==> src/rtl/cmp_evt_pkg.sv <==
package cmp_evt_pkg;
  localparam int CSR_W = 8;

  localparam int B_DIS  = 7;
  localparam int B_REF  = 6;
  localparam int B_OUT  = 5;
  localparam int B_FLAG = 4;
  localparam int B_IE   = 3;
  localparam int B_CAP  = 2;

  typedef enum logic [1:0] {
    MODE_ANY  = 2'b00,
    MODE_OFF  = 2'b01,
    MODE_FALL = 2'b10,
    MODE_RISE = 2'b11
  } evt_mode_e;

  // event decision from the current and previous synchronized level
  function automatic logic edge_hit(evt_mode_e m, logic cur, logic prv);
    logic hit;
    unique case (m)
      MODE_ANY:  hit = cur ^ prv;
      MODE_FALL: hit = prv & ~cur;
      MODE_RISE: hit = cur & ~prv;
      default:   hit = 1'b0;
    endcase
    return hit;
  endfunction
endpackage

==> src/rtl/cmp_sync.sv <==
module cmp_sync #(
  parameter int STAGES = 2
) (
  input  logic clk,
  input  logic rst_n,
  input  logic hold_i,
  input  logic raw_i,
  output logic sync_o
);
  logic [STAGES-1:0] sh_q;

  always_ff @(posedge clk or negedge rst_n) begin
    if (!rst_n)      sh_q <= '0;
    else if (hold_i) sh_q <= '0;
    else             sh_q <= {sh_q[STAGES-2:0], raw_i};
  end

  assign sync_o = sh_q[STAGES-1];
endmodule

==> src/rtl/cmp_edge_det.sv <==
module cmp_edge_det
  import cmp_evt_pkg::*;
(
  input  logic      clk,
  input  logic      rst_n,
  input  evt_mode_e mode_i,
  input  logic      sig_i,
  output logic      evt_o
);
  logic prev_q;

  always_ff @(posedge clk or negedge rst_n) begin
    if (!rst_n) prev_q <= 1'b0;
    else        prev_q <= sig_i;
  end

  assign evt_o = edge_hit(mode_i, sig_i, prev_q);
endmodule

==> src/rtl/cmp_flag.sv <==
module cmp_flag (
  input  logic clk,
  input  logic rst_n,
  input  logic set_i,
  input  logic clr_i,
  output logic flag_o
);
  always_ff @(posedge clk or negedge rst_n) begin
    if (!rst_n)     flag_o <= 1'b0;
    else if (set_i) flag_o <= 1'b1;
    else if (clr_i) flag_o <= 1'b0;
  end
endmodule

==> src/rtl/cmp_evt_ctrl.sv <==
module cmp_evt_ctrl
  import cmp_evt_pkg::*;
#(
  parameter int SYNC_STAGES = 2
) (
  input  logic             clk,
  input  logic             rst_n,
  input  logic             cmp_raw_i,
  input  logic             bus_sel_i,
  input  logic             bus_rd_i,
  input  logic             bus_wr_i,
  input  logic [CSR_W-1:0] bus_wdata_i,
  output logic [CSR_W-1:0] bus_rdata_o,
  input  logic             gie_i,
  input  logic             vec_ack_i,
  output logic             irq_o,
  output logic             ref_sel_o,
  output logic             cmp_off_o,
  output logic             cap_trig_o
);
  logic      dis_q, ref_q, ie_q, cap_q;
  evt_mode_e mode_q;
  logic      wr_hit, rd_hit, flag_clr;
  logic      sync_w, evt_w, flag_w;
  logic      unused_wbit;

  assign wr_hit      = bus_sel_i & bus_wr_i;
  assign rd_hit      = bus_sel_i & bus_rd_i;
  assign unused_wbit = bus_wdata_i[B_OUT];

  always_ff @(posedge clk or negedge rst_n) begin
    if (!rst_n) begin
      dis_q  <= 1'b0;
      ref_q  <= 1'b0;
      ie_q   <= 1'b0;
      cap_q  <= 1'b0;
      mode_q <= MODE_ANY;
    end else if (wr_hit) begin
      dis_q  <= bus_wdata_i[B_DIS];
      ref_q  <= bus_wdata_i[B_REF];
      ie_q   <= bus_wdata_i[B_IE];
      cap_q  <= bus_wdata_i[B_CAP];
      mode_q <= evt_mode_e'(bus_wdata_i[1:0]);
    end
  end

  cmp_sync #(.STAGES(SYNC_STAGES)) u_sync (
    .clk(clk), .rst_n(rst_n), .hold_i(dis_q), .raw_i(cmp_raw_i), .sync_o(sync_w)
  );

  cmp_edge_det u_edge (
    .clk(clk), .rst_n(rst_n), .mode_i(mode_q), .sig_i(sync_w), .evt_o(evt_w)
  );

  assign flag_clr = vec_ack_i | (wr_hit & bus_wdata_i[B_FLAG]);

  cmp_flag u_flag (
    .clk(clk), .rst_n(rst_n), .set_i(evt_w), .clr_i(flag_clr), .flag_o(flag_w)
  );

  assign irq_o      = flag_w & ie_q & gie_i;
  assign ref_sel_o  = ref_q;
  assign cmp_off_o  = dis_q;
  assign cap_trig_o = cap_q & sync_w;
  assign bus_rdata_o = rd_hit ? {dis_q, ref_q, sync_w, flag_w, ie_q, cap_q, mode_q}
                              : '0;
endmodule

==> config.mk <==
export PLATFORM = sky130hd
export DESIGN_NAME = cmp_evt_ctrl
export DESIGN_NICKNAME = d
export VERILOG_FILES = /design/src/rtl/cmp_evt_pkg.sv /design/src/rtl/cmp_sync.sv /design/src/rtl/cmp_edge_det.sv /design/src/rtl/cmp_flag.sv /design/src/rtl/cmp_evt_ctrl.sv
export SDC_FILE = /design/constraint.sdc
export NUM_CORES = 1
export LEC_CHECK = 0
export ABC_AREA = 1
export BUFFER_PORTS_ARGS = -buffer_cell sky130_fd_sc_hd__buf_2
export CAP_MARGIN = 40
export CELL_PAD_IN_SITES_DETAIL_PLACEMENT = 0
export CELL_PAD_IN_SITES_GLOBAL_PLACEMENT = 2
export CORE_MARGIN = 2
export CORE_UTILIZATION = 25
export CTS_BUF_LIST = sky130_fd_sc_hd__clkbuf_2 sky130_fd_sc_hd__clkbuf_4 sky130_fd_sc_hd__clkbuf_8
export CTS_CLUSTER_SIZE = 20
export DETAILED_ROUTE_END_ITERATION = 6
export GPL_TIMING_DRIVEN = 0
export HOLD_SLACK_MARGIN = 0.15
export MAX_ROUTING_LAYER = met4
export PLACE_DENSITY_LB_ADDON = 0.1
export SYNTH_ARGS = -nofsm -noshare
export SYNTH_HDL_FRONTEND = slang
export SYNTH_SLANG_ARGS = --single-unit
==> constraint.sdc <==
create_clock -name clk -period 1.5 [get_ports clk]
set_input_delay 0.3 -clock clk [delete_from_list [all_inputs] [get_ports clk]]
set_output_delay 0.3 -clock clk [all_outputs]
set_load 0.01 [all_outputs]
**After elaboration in Yosys (flattened, before gate mapping)**

Cells that the tools add are included.

- Equal/unequal tests: 2
- Mux-type cells: 5
- Bitwise operators: 12
- Reduce and logical (&&, ||, !) cells: 2

Operators with widths:

| operator | number |
|---|---|
| AND 1 bit | 8 |
| two-way mux 8 bit | 1 |
| equality test 2 bit, second input constant | 2 |
| one-hot mux 1 bit (3 select lines) | 1 |
| zero test 2 bit | 1 |
| two-way mux 1 bit | 2 |
| two-way mux 2 bit | 1 |
| inverter 1 bit | 2 |
| nonzero test 2 bit | 1 |
| OR 1 bit | 1 |
| XOR 1 bit | 1 |

- Bits in registers: 10
- Output and inout bits: 12
- Logic and storage cells: 29

**Longest topological paths before layout**

Gate-level depths: netlist of the first run.

- Depth in word-level cells: 5
- Depth in mapped cells: 6

**By module**

A second synthesis of the first run with hierarchy kept.

- Cell total of the unflattened synthesis: 74
- Area total of the unflattened synthesis: 580.6 um^2

Modules (own cells, without submodules):

| module | instances | cells an instance | area each (um^2) |
|---|---|---|---|
| cmp_evt_ctrl | 1 | 51 | 387.9 |
| cmp_edge_det | 1 | 12 | 87.6 |
| cmp_sync | 1 | 6 | 65.1 |
| cmp_flag | 1 | 5 | 40.0 |

**Worst setup path before layout of the first run**

No wires, ideal clock.

- Path type: register to register
- Start: reg u_sync.sh_q[1]
- End: reg u_flag.flag_o
- Setup time: 65 ps
- Arrival time: 933 ps
- Data required time: 1435 ps
- Setup slack: 502 ps
- Cell stages (with the launch flop): 6
- Buffers on the path: 0
- Path through: dfrtp_1 -> inv_1 -> ha_1 -> o21ai_0 -> nand2_1 -> nand2_1

- Longest elaborated chain between the ends: 4
- Elaborated cells on any way between the ends: 7

RTL lines:

| item | RTL line | RTL |
|---|---|---|
| from (decl) | cmp_sync.sv:10 | `logic [STAGES-1:0] sh_q;` |
| from (signal assigned) | cmp_sync.sv:15 | `else sh_q <= {sh_q[STAGES-2:0], raw_i};` |
| inverter 1 bit | cmp_evt_pkg.sv:23 | `MODE_FALL: hit = prv & ~cur;` |
| AND 1 bit | cmp_evt_pkg.sv:23 |  |
| one-hot mux 1 bit (3 select lines) * | cmp_evt_pkg.sv:21 | `unique case (m)` |
| two-way mux 1 bit or nonzero test 2 bit (tied branches) | n/a |  |
| to (signal assigned) | cmp_flag.sv:9 | `if (!rst_n) flag_o <= 1'b0;` |
| to (signal assigned) | cmp_flag.sv:10 | `else if (set_i) flag_o <= 1'b1;` |
| to (signal assigned) | cmp_flag.sv:11 | `else if (clr_i) flag_o <= 1'b0;` |
| to (decl) | cmp_flag.sv:6 | `output logic flag_o` |

Every way passes the cells marked *; elsewhere a longest branch is shown, timed or not.
A chain may end at the register's enable or synchronous reset.

**Worst setup path in the final report of the first run**

- Start: reg dis_q, in the netlist cmp_off_o
- End: out bus_rdata_o[7]

- Longest elaborated chain between the ends: 1

RTL lines:

| item | RTL line | RTL |
|---|---|---|
| from (decl) | cmp_evt_ctrl.sv:21 | `logic dis_q, ref_q, ie_q, cap_q;` |
| from (signal assigned) | cmp_evt_ctrl.sv:39 | `dis_q <= bus_wdata_i[B_DIS];` |
| two-way mux 8 bit | cmp_evt_ctrl.sv:65 | `assign bus_rdata_o = rd_hit ? {dis_q, ref_q, sync_w, flag_w, ie_q, cap_q, mode_q}` |
| to (decl) | cmp_evt_ctrl.sv:13 | `output logic [CSR_W-1:0] bus_rdata_o,` |

No other way between the ends.

==> results of run 1 <==
final cells by class:
cell class | instances | area, sq um | share of cell area, %
Clock buffer | 3 | 22.5 | 3.17
Buffer | 1 | 11.3 | 1.59
Inverter | 12 | 45.0 | 6.35
Sequential cell | 10 | 250 | 35.3
Timing Repair Buffer | 27 | 140 | 19.8
Tap cell | 27 | 33.8 | 4.76
Multi-Input combinational cell | 38 | 206 | 29.1
kinds of logic after synthesis:
family	after synthesis	share of synthesized area (%)
AO/OA/AOI/OAI	7	11.2
flip-flops	10	48.8
buffers and inverters	13	11.0
adder cells (fa/ha/maj)	2	4.88
AND/OR/NAND/NOR	29	24.1
state kept, by name, indices dropped and copies added, names as in the netlist:
register and flops:
u_sync.sh_q 2, u_edge.prev_q 1, mode_q 2, ie_q 1, u_flag.flag_o 1, cap_q 1, ref_sel_o 1, cmp_off_o 1
timing repair:
| action | 4_1_cts | 5_1_grt |
|---|---|---|
| setup buffers | 0 | 0 |
| endpoints found under the hold margin | 10 | 0 |
| hold buffers | 1 | 0 |
where the power goes:
group          total, mW  switching (mW)  internal (mW)
clock network      0.168          0.0762         0.0918
logic              0.145          0.0821         0.0634
registers          0.318          0.0171          0.301
layout by cell type (no fill, tap or decap), drive strengths merged:
cell,n
inv,12
dfrtp,10
a21oi,6
buf,27
dlygate4sd3,1
nor2,18
o21ai,1
ha,2
nand2,9
clkbuf,3
nand3,2
worst reg2reg max path: stages (launching register included):
cell	delay, ps
dfrtp_1	390
inv_1	70
ha_1	280
o21ai_0	150
nand2_1	80
nand2_1	60
final timing paths:
path / cells past startpoint / startpoint / to / slack, ps
max: 3 / cmp_off_o / bus_rdata_o[7] / 250
min: 3 / cmp_raw_i / u_sync.sh_q[0] / 240
max reg2reg: 5 / u_sync.sh_q[1] / u_flag.flag_o / 420
min reg2reg: 0 / u_sync.sh_q[1] / u_edge.prev_q / 440
max in group asynchronous: 2 / rst_n / u_edge.prev_q / 880
min in group asynchronous: 2 / rst_n / ref_sel_o / 430
layer usage:
metal / wire length (microns) / vias to the layer above
met5: 0 / -
met4: 10 / 0
met3: 72 / 2
met2: 438 / 17
met1: 472 / 189
li1: - / 242
per-stage QoR:
stage / hold slack (ps) / utilization [%] / total power, mW / worst slack, ps / cell area [sq um]
final: 245 / 36.5 / 0.631 / 254 / 709
after global routing: 253 / 36.5 / 0.680 / 161 / 709
after CTS: 237 / 36.5 / 0.647 / 237 / 709
after detailed placement: 176 / 34.9 / 0.471 / 290 / 677
after global placement: 175 / 34.9 / 0.470 / 275 / 677
after floorplan: 4.41 / - / 0.408 / 502 / 513
==> impl_metrics.py, run 1 <==
metrics = {
    "setup_path": {
        "arrival_ps": 950,
        "cp_max_fo": 4,
        "crit_family": "flip-flops",
        "critPathKind": "flip-flop to output pin",
        "slowest_stage": "dfrtp_1",
        "max_stage_delay_ps": 380,
        "end_kind": "output pin",
        "path_cells": "inv_1 -> nor2_1 -> buf_2",
        "crit_path_start_kind": "flip-flop",
        "required_ps": 1200,
        "cp_num_buf_inv": 2,
    },
    "clock_network": {
        "ctsResizeCount": 0,
        "cts_buffer_depth": 2,
        "cts.sinks": 10,
        "cts_made_buffers": 3,
        "insertion_delay_ps": 250,
        "cts_max_level": 1,
        "cts_tree": "done",
        "cts-root-buf": "clkbuf_4",
        "clk_pin_slew_ps": 60,
    },
    "final_layout": {
        "antenna_cells": 0,
        "finalNonFillerCells": 118,
        "final_net_count": 111,
        "n_fill_cell": 226,
        "drive_above_1_share_pct": 45.1,
        "syn_to_final_growth_pct": 38.3,
    },
    "synth": {
        "async_reset_ff_share_pct": 100,
        "syn_inst": 61,
        "synth_top_cell_by_area": "dfrtp_1",
        "syn_area_per_cell_sq_um": 8.41,
        "synth_top_cell_area_share_pct": 48.8,
        "synth_ff_type": "dfrtp_1",
        "ys_types": 11,
        "synthesis.area_sq_um": 513,
        "syn_nets": 79,
        "synthTopCellsByArea": "dfrtp_1 (49%), nor2_1 (10%), a21oi_2 (10%)",
        "yosys.cell_count.top_type": "nor2_1",
        "ys_warn_count": 0,
        "synth_edf_count": 0,
        "ys_seq_area_share_pct": 48.8,
        "yosys_register_bits": 10,
        "synth_common_cells": "nor2_1 (14), inv_1 (12), dfrtp_1 (10)",
    },
    "run_status": {
        "outcome": "finished, final reports clean",
    },
    "place": {
        "dpl.hpwl_microns": 810,
        "routabilityCongestion": 0.603,
        "port_buffers": 26,
        "dp_cells": 114,
    },
    "drt": {
        "antenna_left": 0,
        "drcViolationCount": 0,
        "via_per_inst": 3.81,
        "drt_wl_total_microns": 994,
        "vias": 450,
        "wl_per_cell_microns": 8.42,
        "drt_iter0_drc": 5,
        "dr.pass1.iters": 4,
    },
    "floorplan": {
        "io_pins": 28,
        "die_x_microns": 49.3,
        "die_y_microns": 49.3,
        "coreArea_sq_um": 1940,
        "initial_core_util_pct": 26.4,
        "die-area_sq_um": 2430,
        "rows": 16,
    },
    "global_route": {
        "gr-usage-met1_pct": 12.2,
        "grt_max_degree": 11,
        "gr-usage-met2_pct": 15.3,
        "grt_overflow_total": 0,
        "grt_use_total_pct": 10.2,
        "antenna_found_initial": 0,
        "grt_pass1_vias": 442,
        "grt.busiest_layer": "met2",
        "globalRouteMet3Util_pct": 2.76,
        "grt_pass1_wl_microns": 1790,
    },
    "sta": {
        "relSlewSlack_pct": 80.5,
        "worstMarginPinSlew_ps": 292,
        "finalWorstPathRequiredPeriod_ps": 1250,
        "setup_viol": 0,
        "finalHoldViolations": 0,
        "rsz0062_at_grt": "no",
        "clock.fmax_mhz": 803,
        "finalSetupTns_ps": 0,
        "final_max_slew_viol_count": 0,
        "clock_skew_ps": 0.921,
        "post-route-period-util_pct": 83.1,
    },
    "power": {
        "pwr_density_cell_nw_per_um2": 890,
        "ir_worst_vdd_v": 0.000405,
        "p_leak_nw": 0.406,
    },
    "worst_hold_path": {
        "hp-class": "primary input to flip-flop",
    },
    "job": {
        "drv_cap": 0,
    },
}
Note: power is estimated with default switching activity, not from simulation.
==> run 2, diff against run 1 <==
--- a/config.mk
+++ b/config.mk
@@ -11,7 +11,7 @@
 export CELL_PAD_IN_SITES_DETAIL_PLACEMENT = 0
 export CELL_PAD_IN_SITES_GLOBAL_PLACEMENT = 2
 export CORE_MARGIN = 2
-export CORE_UTILIZATION = 25
+export CORE_UTILIZATION = 23
 export CTS_BUF_LIST = sky130_fd_sc_hd__clkbuf_2 sky130_fd_sc_hd__clkbuf_4 sky130_fd_sc_hd__clkbuf_8
 export CTS_CLUSTER_SIZE = 20
 export DETAILED_ROUTE_END_ITERATION = 6
==> constraint.sdc (replaced) <==
create_clock -name clk -period 1.2 [get_ports clk]
set_input_delay 0.24 -clock clk [delete_from_list [all_inputs] [get_ports clk]]
set_output_delay 0.24 -clock clk [all_outputs]
set_load 0.01 [all_outputs]
==> impl_metrics.py, run 2 (synthesized netlist as in run 1, its figures left out) <==
metrics = {
    "setup_path": {
        "crit_path_start_kind": "flip-flop",
        "rrSetupSlack_ps": 110,
        "arrival_ps": 940,
        "reg2regPathDepth": 6,
        "max_stage_delay_ps": 410,
        "reg2reg_to": "u_flag.flag_o",
        "critPathCapture": "cmp_off_o",
        "slowest_stage": "dfrtp_1",
        "cp_max_fo": 3,
        "required_ps": 960,
        "critPathLaunch": "cmp_off_o",
        "path_cells": "buf_4 -> buf_2",
        "critPathKind": "flip-flop to output pin",
        "r2r-start": "u_sync.sh_q[1]",
        "end_kind": "output pin",
    },
    "sta": {
        "finalSetupTns_ps": 0,
        "final_max_slew_viol_count": 0,
        "clock_skew_ps": 0.538,
        "worstMarginPinSlew_ps": 314,
        "setup_viol": 0,
        "finalHoldViolations": 0,
        "clock.fmax_mhz": 845,
        "rsz0062_at_grt": "yes",
        "whs_ps": 180,
        "post-route-period-util_pct": 98.6,
        "finalWorstPathRequiredPeriod_ps": 1180,
        "relSlewSlack_pct": 79.0,
    },
    "final_layout": {
        "drive_above_1_share_pct": 56.1,
        "finalNonFillerCells": 126,
        "final_common_cell": "buf_2",
        "multi_input_area_sq_um": 206,
        "final_net_count": 118,
        "antenna_cells": 0,
        "final_cell_mix": "buf_2 (26), nor2_1 (14), dfrtp_1 (10)",
        "top_regs": "mode_q (2), u_sync.sh_q (2)",
        "n_fill_cell": 256,
        "syn_to_final_growth_pct": 48.8,
        "seqCellArea_sq_um": 250,
        "utilization_pct": 35.2,
    },
    "place": {
        "routabilityCongestion": 0.638,
        "port_buffers": 26,
        "dpl.hpwl_microns": 852,
        "dp_cells": 115,
    },
    "power": {
        "p_leak_nw": 0.429,
        "ir_worst_vdd_v": 0.000453,
        "totalPowerFinal_mw": 0.848,
        "pwr_density_cell_nw_per_um2": 1110,
    },
    "drt": {
        "drt_wl_total_microns": 1150,
        "vias": 492,
        "drcViolationCount": 0,
        "wl_per_cell_microns": 9.12,
        "drt_iter0_drc": 6,
        "via_per_inst": 3.90,
        "dr.pass1.iters": 4,
        "antenna_left": 0,
    },
    "job": {
        "drv_cap": 0,
    },
    "floorplan": {
        "die_x_microns": 51.2,
        "die_y_microns": 51.2,
        "initial_core_util_pct": 23.6,
        "rows": 17,
        "coreArea_sq_um": 2170,
        "die-area_sq_um": 2620,
        "io_pins": 28,
    },
    "clock_network": {
        "cts_max_level": 1,
        "cts-root-buf": "clkbuf_4",
        "cts_tree": "done",
        "cts.sinks": 10,
        "cts_buffer_depth": 2,
        "clk_pin_slew_ps": 60,
        "insertion_delay_ps": 260,
        "cts_made_buffers": 3,
    },
    "global_route": {
        "grt_use_total_pct": 9.92,
        "antenna_found_initial": 0,
        "grt_overflow_total": 0,
        "grt_pass1_vias": 426,
        "grt_pass1_wl_microns": 1790,
        "grt_max_degree": 11,
    },
    "worst_hold_path": {
        "hp-class": "primary input to flip-flop",
    },
    "run_status": {
        "outcome": "finished, final reports clean",
    },
}
==> run 2: worst min-delay path by stage <==
stage,from,to,cells after the start
detailed placement,rst_n,u_sync.sh_q[0],1
finish,cmp_raw_i,u_sync.sh_q[0],3
global route,cmp_raw_i,u_sync.sh_q[0],3
global placement,rst_n,u_sync.sh_q[0],1
CTS,cmp_raw_i,u_sync.sh_q[0],3
floorplan,rst_n,cap_q,0
==> run 2: where the power goes <==
part | total [mW] | internal (mW) | switching, mW
combinational | 0.228 | 0.113 | 0.115
clock | 0.219 | 0.115 | 0.104
sequential | 0.401 | 0.376 | 0.0252
total | 0.848 | 0.604 | 0.244
==> run 2: repair_timing <==
| action | 4_1_cts | 5_1_grt |
|---|---|---|
| hold buffers | 1 | 0 |
| endpoints found under the setup margin | 3 | 10 |
| hold endpoints to repair | 10 | 0 |
| pin swaps | 1 | 3 |
| resized for setup | 1 | 6 |
| buffers inserted | 2 | 5 |
==> run 2: area by class of cell <==
cell class	count	area share, %
flip-flops and latches	10	32.8
repair buffers	34	25.2
inverters	12	5.90
clock buffers	3	2.95
well taps	28	4.59
plain buffers	1	1.48
multi-input cells	38	27.0
==> run 2: worst max-delay path: cells and delay by family (launching register included) <==
| kind | cells | cell delay, ps |
|---|---|---|
| buffers and inverters | 2 | 280 |
| DFF | 1 | 410 |
==> run 2: layer usage <==
metal	up-vias	global-route usage [%]	part of all wire [%]	wire (microns)
met1	220	12.0	48	546
met2	13	14.5	46	532
li1	257	-	-	-
met4	0	6.58	0.87	10
met5	-	-	0	0
met3	2	2.63	5.1	59
==> run 2: through the flow <==
stage / worst slack (ps) / cell area, sq um
after floorplan: 202 / 513
after global placement: 87.4 / 678
after detailed placement: 89.7 / 678
after CTS: 9.00 / 726
after global routing: -31.3 / 763
final: 17.0 / 763
==> run 3, diff against run 2 <==
--- a/config.mk
+++ b/config.mk
@@ -5,13 +5,12 @@
 export SDC_FILE = /design/constraint.sdc
 export NUM_CORES = 1
 export LEC_CHECK = 0
-export ABC_AREA = 1
 export BUFFER_PORTS_ARGS = -buffer_cell sky130_fd_sc_hd__buf_2
 export CAP_MARGIN = 40
 export CELL_PAD_IN_SITES_DETAIL_PLACEMENT = 0
 export CELL_PAD_IN_SITES_GLOBAL_PLACEMENT = 2
 export CORE_MARGIN = 2
-export CORE_UTILIZATION = 23
+export CORE_UTILIZATION = 25
 export CTS_BUF_LIST = sky130_fd_sc_hd__clkbuf_2 sky130_fd_sc_hd__clkbuf_4 sky130_fd_sc_hd__clkbuf_8
 export CTS_CLUSTER_SIZE = 20
 export DETAILED_ROUTE_END_ITERATION = 6
==> impl_metrics.py, run 3 <==
metrics = {
    "global_route": {
        "grt_overflow_total": 0,
        "antenna_found_initial": 0,
        "grt_pass1_vias": 413,
        "grt_max_degree": 11,
        "grt_pass1_wl_microns": 1720,
        "grt_use_total_pct": 11.8,
    },
    "synth": {
        "synth_top_cell_area_share_pct": 51.8,
        "synth_common_cells": "dfrtp_1 (10), and3_2 (8), mux2_2 (7)",
        "synthesis.area_sq_um": 483,
        "yosys.cell_count.top_type": "dfrtp_1",
        "synth_compound_area_share_pct": 1.81,
        "synth_ff_type": "dfrtp_1",
        "yosys-mux-area-fraction_pct": 16.3,
        "ys_types": 13,
        "synthTopCellsByArea": "dfrtp_1 (52%), mux2_2 (16%), and3_2 (12%)",
        "syn_nets": 56,
        "async_reset_ff_share_pct": 100,
        "yosys_register_bits": 10,
        "ys_seq_area_share_pct": 51.8,
        "synth_xor_area_share_pct": 0,
        "ys_warn_count": 0,
        "synth_top_cell_by_area": "dfrtp_1",
        "synth_fa_ha_area_share_pct": 5.18,
        "syn_inst": 38,
        "syn_area_per_cell_sq_um": 12.7,
        "synth_top_family_by_area": "simple AND/OR/NAND/NOR gates",
        "yosys.area_share.simple_pct": 23.3,
        "synth_edf_count": 0,
    },
    "clock_network": {
        "cts_tree": "done",
        "clk_pin_slew_ps": 60,
        "insertion_delay_ps": 260,
        "cts_max_level": 1,
        "cts_buffer_depth": 2,
        "cts.sinks": 10,
        "cts_made_buffers": 3,
        "cts-root-buf": "clkbuf_4",
    },
    "worst_hold_path": {
        "min_path_cells": 2,
        "min-delay-start": "bus_wdata_i[6]",
        "hold_path_end": "ref_sel_o",
        "hp-class": "primary input to flip-flop",
    },
    "place": {
        "dpl_cell_area_sq_um": 644,
        "dpl.hpwl_microns": 820,
        "dp_cells": 89,
        "routabilityCongestion": 0.670,
        "port_buffers": 26,
    },
    "final_layout": {
        "n_fill_cell": 193,
        "final_area_sq_um": 791,
        "final_common_cell": "buf_2",
        "syn_to_final_growth_pct": 63.7,
        "antenna_cells": 0,
        "drive_above_1_share_pct": 68.9,
        "final_net_count": 94,
        "top_regs": "mode_q (2), u_sync.sh_q (2)",
        "finalNonFillerCells": 99,
        "final_cell_mix": "buf_2 (18), dfrtp_1 (10), buf_6 (8)",
    },
    "setup_path": {
        "critPathKind": "flip-flop to output pin",
        "arrival_ps": 950,
        "slowest_stage": "dfrtp_1",
        "max_stage_delay_ps": 390,
        "cp_max_fo": 3,
        "reg2reg_to": "u_flag.flag_o",
        "path_cells": "and3_4 -> buf_6",
        "crit_path_start_kind": "flip-flop",
        "r2r-start": "u_sync.sh_q[1]",
        "cp_num_buf_inv": 1,
        "crit_family": "flip-flops",
        "required_ps": 960,
        "reg2regPathDepth": 5,
        "rrSetupSlack_ps": 50,
        "end_kind": "output pin",
    },
    "sta": {
        "setup_viol": 0,
        "finalWorstPathRequiredPeriod_ps": 1190,
        "rsz0062_at_grt": "yes",
        "whs_ps": 214,
        "finalHoldViolations": 0,
        "final_max_slew_viol_count": 0,
        "clock.fmax_mhz": 842,
        "worstMarginPinSlew_ps": 211,
        "finalSetupTns_ps": 0,
        "relSlewSlack_pct": 85.7,
        "post-route-period-util_pct": 99.0,
        "clock_skew_ps": 6.23,
    },
    "power": {
        "p_int_mw": 0.655,
        "seqPwrFrac_pct": 47.1,
        "ir_worst_vdd_v": 0.000612,
        "pwr_density_cell_nw_per_um2": 1110,
        "switchingPower_mw": 0.222,
        "sw_frac_of_total_pct": 25.3,
        "clkPwrFrac_pct": 24.4,
        "p_comb_share_pct": 28.5,
        "p_leak_nw": 0.403,
        "totalPowerFinal_mw": 0.877,
    },
    "drt": {
        "via_per_inst": 4.28,
        "drt_wl_total_microns": 1130,
        "antenna_left": 0,
        "drt_iter0_drc": 4,
        "vias": 424,
        "dr.pass1.iters": 2,
        "drcViolationCount": 0,
        "wl_per_cell_microns": 11.4,
    },
    "run_status": {
        "outcome": "finished, final reports clean",
    },
    "floorplan": {
        "die_x_microns": 48.0,
        "coreArea_sq_um": 1760,
        "io_pins": 28,
        "die_y_microns": 48.0,
        "rows": 15,
        "initial_core_util_pct": 27.4,
        "die-area_sq_um": 2300,
    },
    "job": {
        "drv_cap": 0,
    },
}
## run 3: timing repair
action,in CTS,in global routing
endpoints found under the setup margin,9,10
hold buffers,1,0
hold endpoints to repair,10,0
setup buffers,5,1
gates resized for setup,11,3
## run 3: cell families after synthesis
group,count (synthesis)
multiplexers,7
flip-flops,10
AND/OR/NAND/NOR,16
buffers and inverters,2
adder cells (fa/ha/maj),2
AO/OA/AOI/OAI,1
## run 3: layout make-up
type	instances	area, sq um	share of cell area [%]
clock buffers	3	22.5	2.85
inverters	2	7.51	0.949
multi-input cells	26	244	30.9
flip-flops and latches	10	250	31.6
well taps	25	31.3	3.96
repair buffers	33	235	29.7
## run 3: per-stage QoR
stage,util (%),setup WS (ps)
2_1_floorplan,-,78.9
3_3_place_gp,36.5,12.0
3_5_place_dp,36.5,9.26
4_1_cts,43.3,-12.1
5_1_grt,44.8,-59.2
6_report,44.8,11.7
## run 3: power groups by stage
stage               Sequential, mW  Combinational (mW)  Clock (mW)
floorplan                    0.422              0.0871           0
global placement             0.426               0.164           0
detailed placement           0.427               0.167           0
CTS                          0.414               0.238       0.231
global route                 0.420               0.279       0.250
finish                       0.413               0.250       0.214
## run 3: worst max path at each step
stage,start,endpoint,slack (ps),cells past startpoint
final,cap_q,bus_rdata_o[2],10,2
after global routing,u_sync.sh_q[1],u_flag.flag_o,-60,5
after CTS,u_sync.sh_q[1],cap_trig_o,-10,2
after detailed placement,u_sync.sh_q[1],u_flag.flag_o,9,5
after global placement,u_sync.sh_q[1],u_flag.flag_o,10,5
after floorplan,u_sync.sh_q[1],u_flag.flag_o,80,5
## run 3: metal layers
| layer | routed length (microns) | track usage, % |
|---|---|---|
| met5 | 0 | - |
| met4 | 0 | 1.62 |
| met3 | 104 | 5.66 |
| met2 | 565 | 20.3 |
| met1 | 460 | 12.7 |
## run 3: worst register-to-register path: stages (launching register included)
cell	delay, ps
dfrtp_1	400
inv_1	60
ha_1	190
mux2_2	250
nand2_1	60
o311ai_1	80
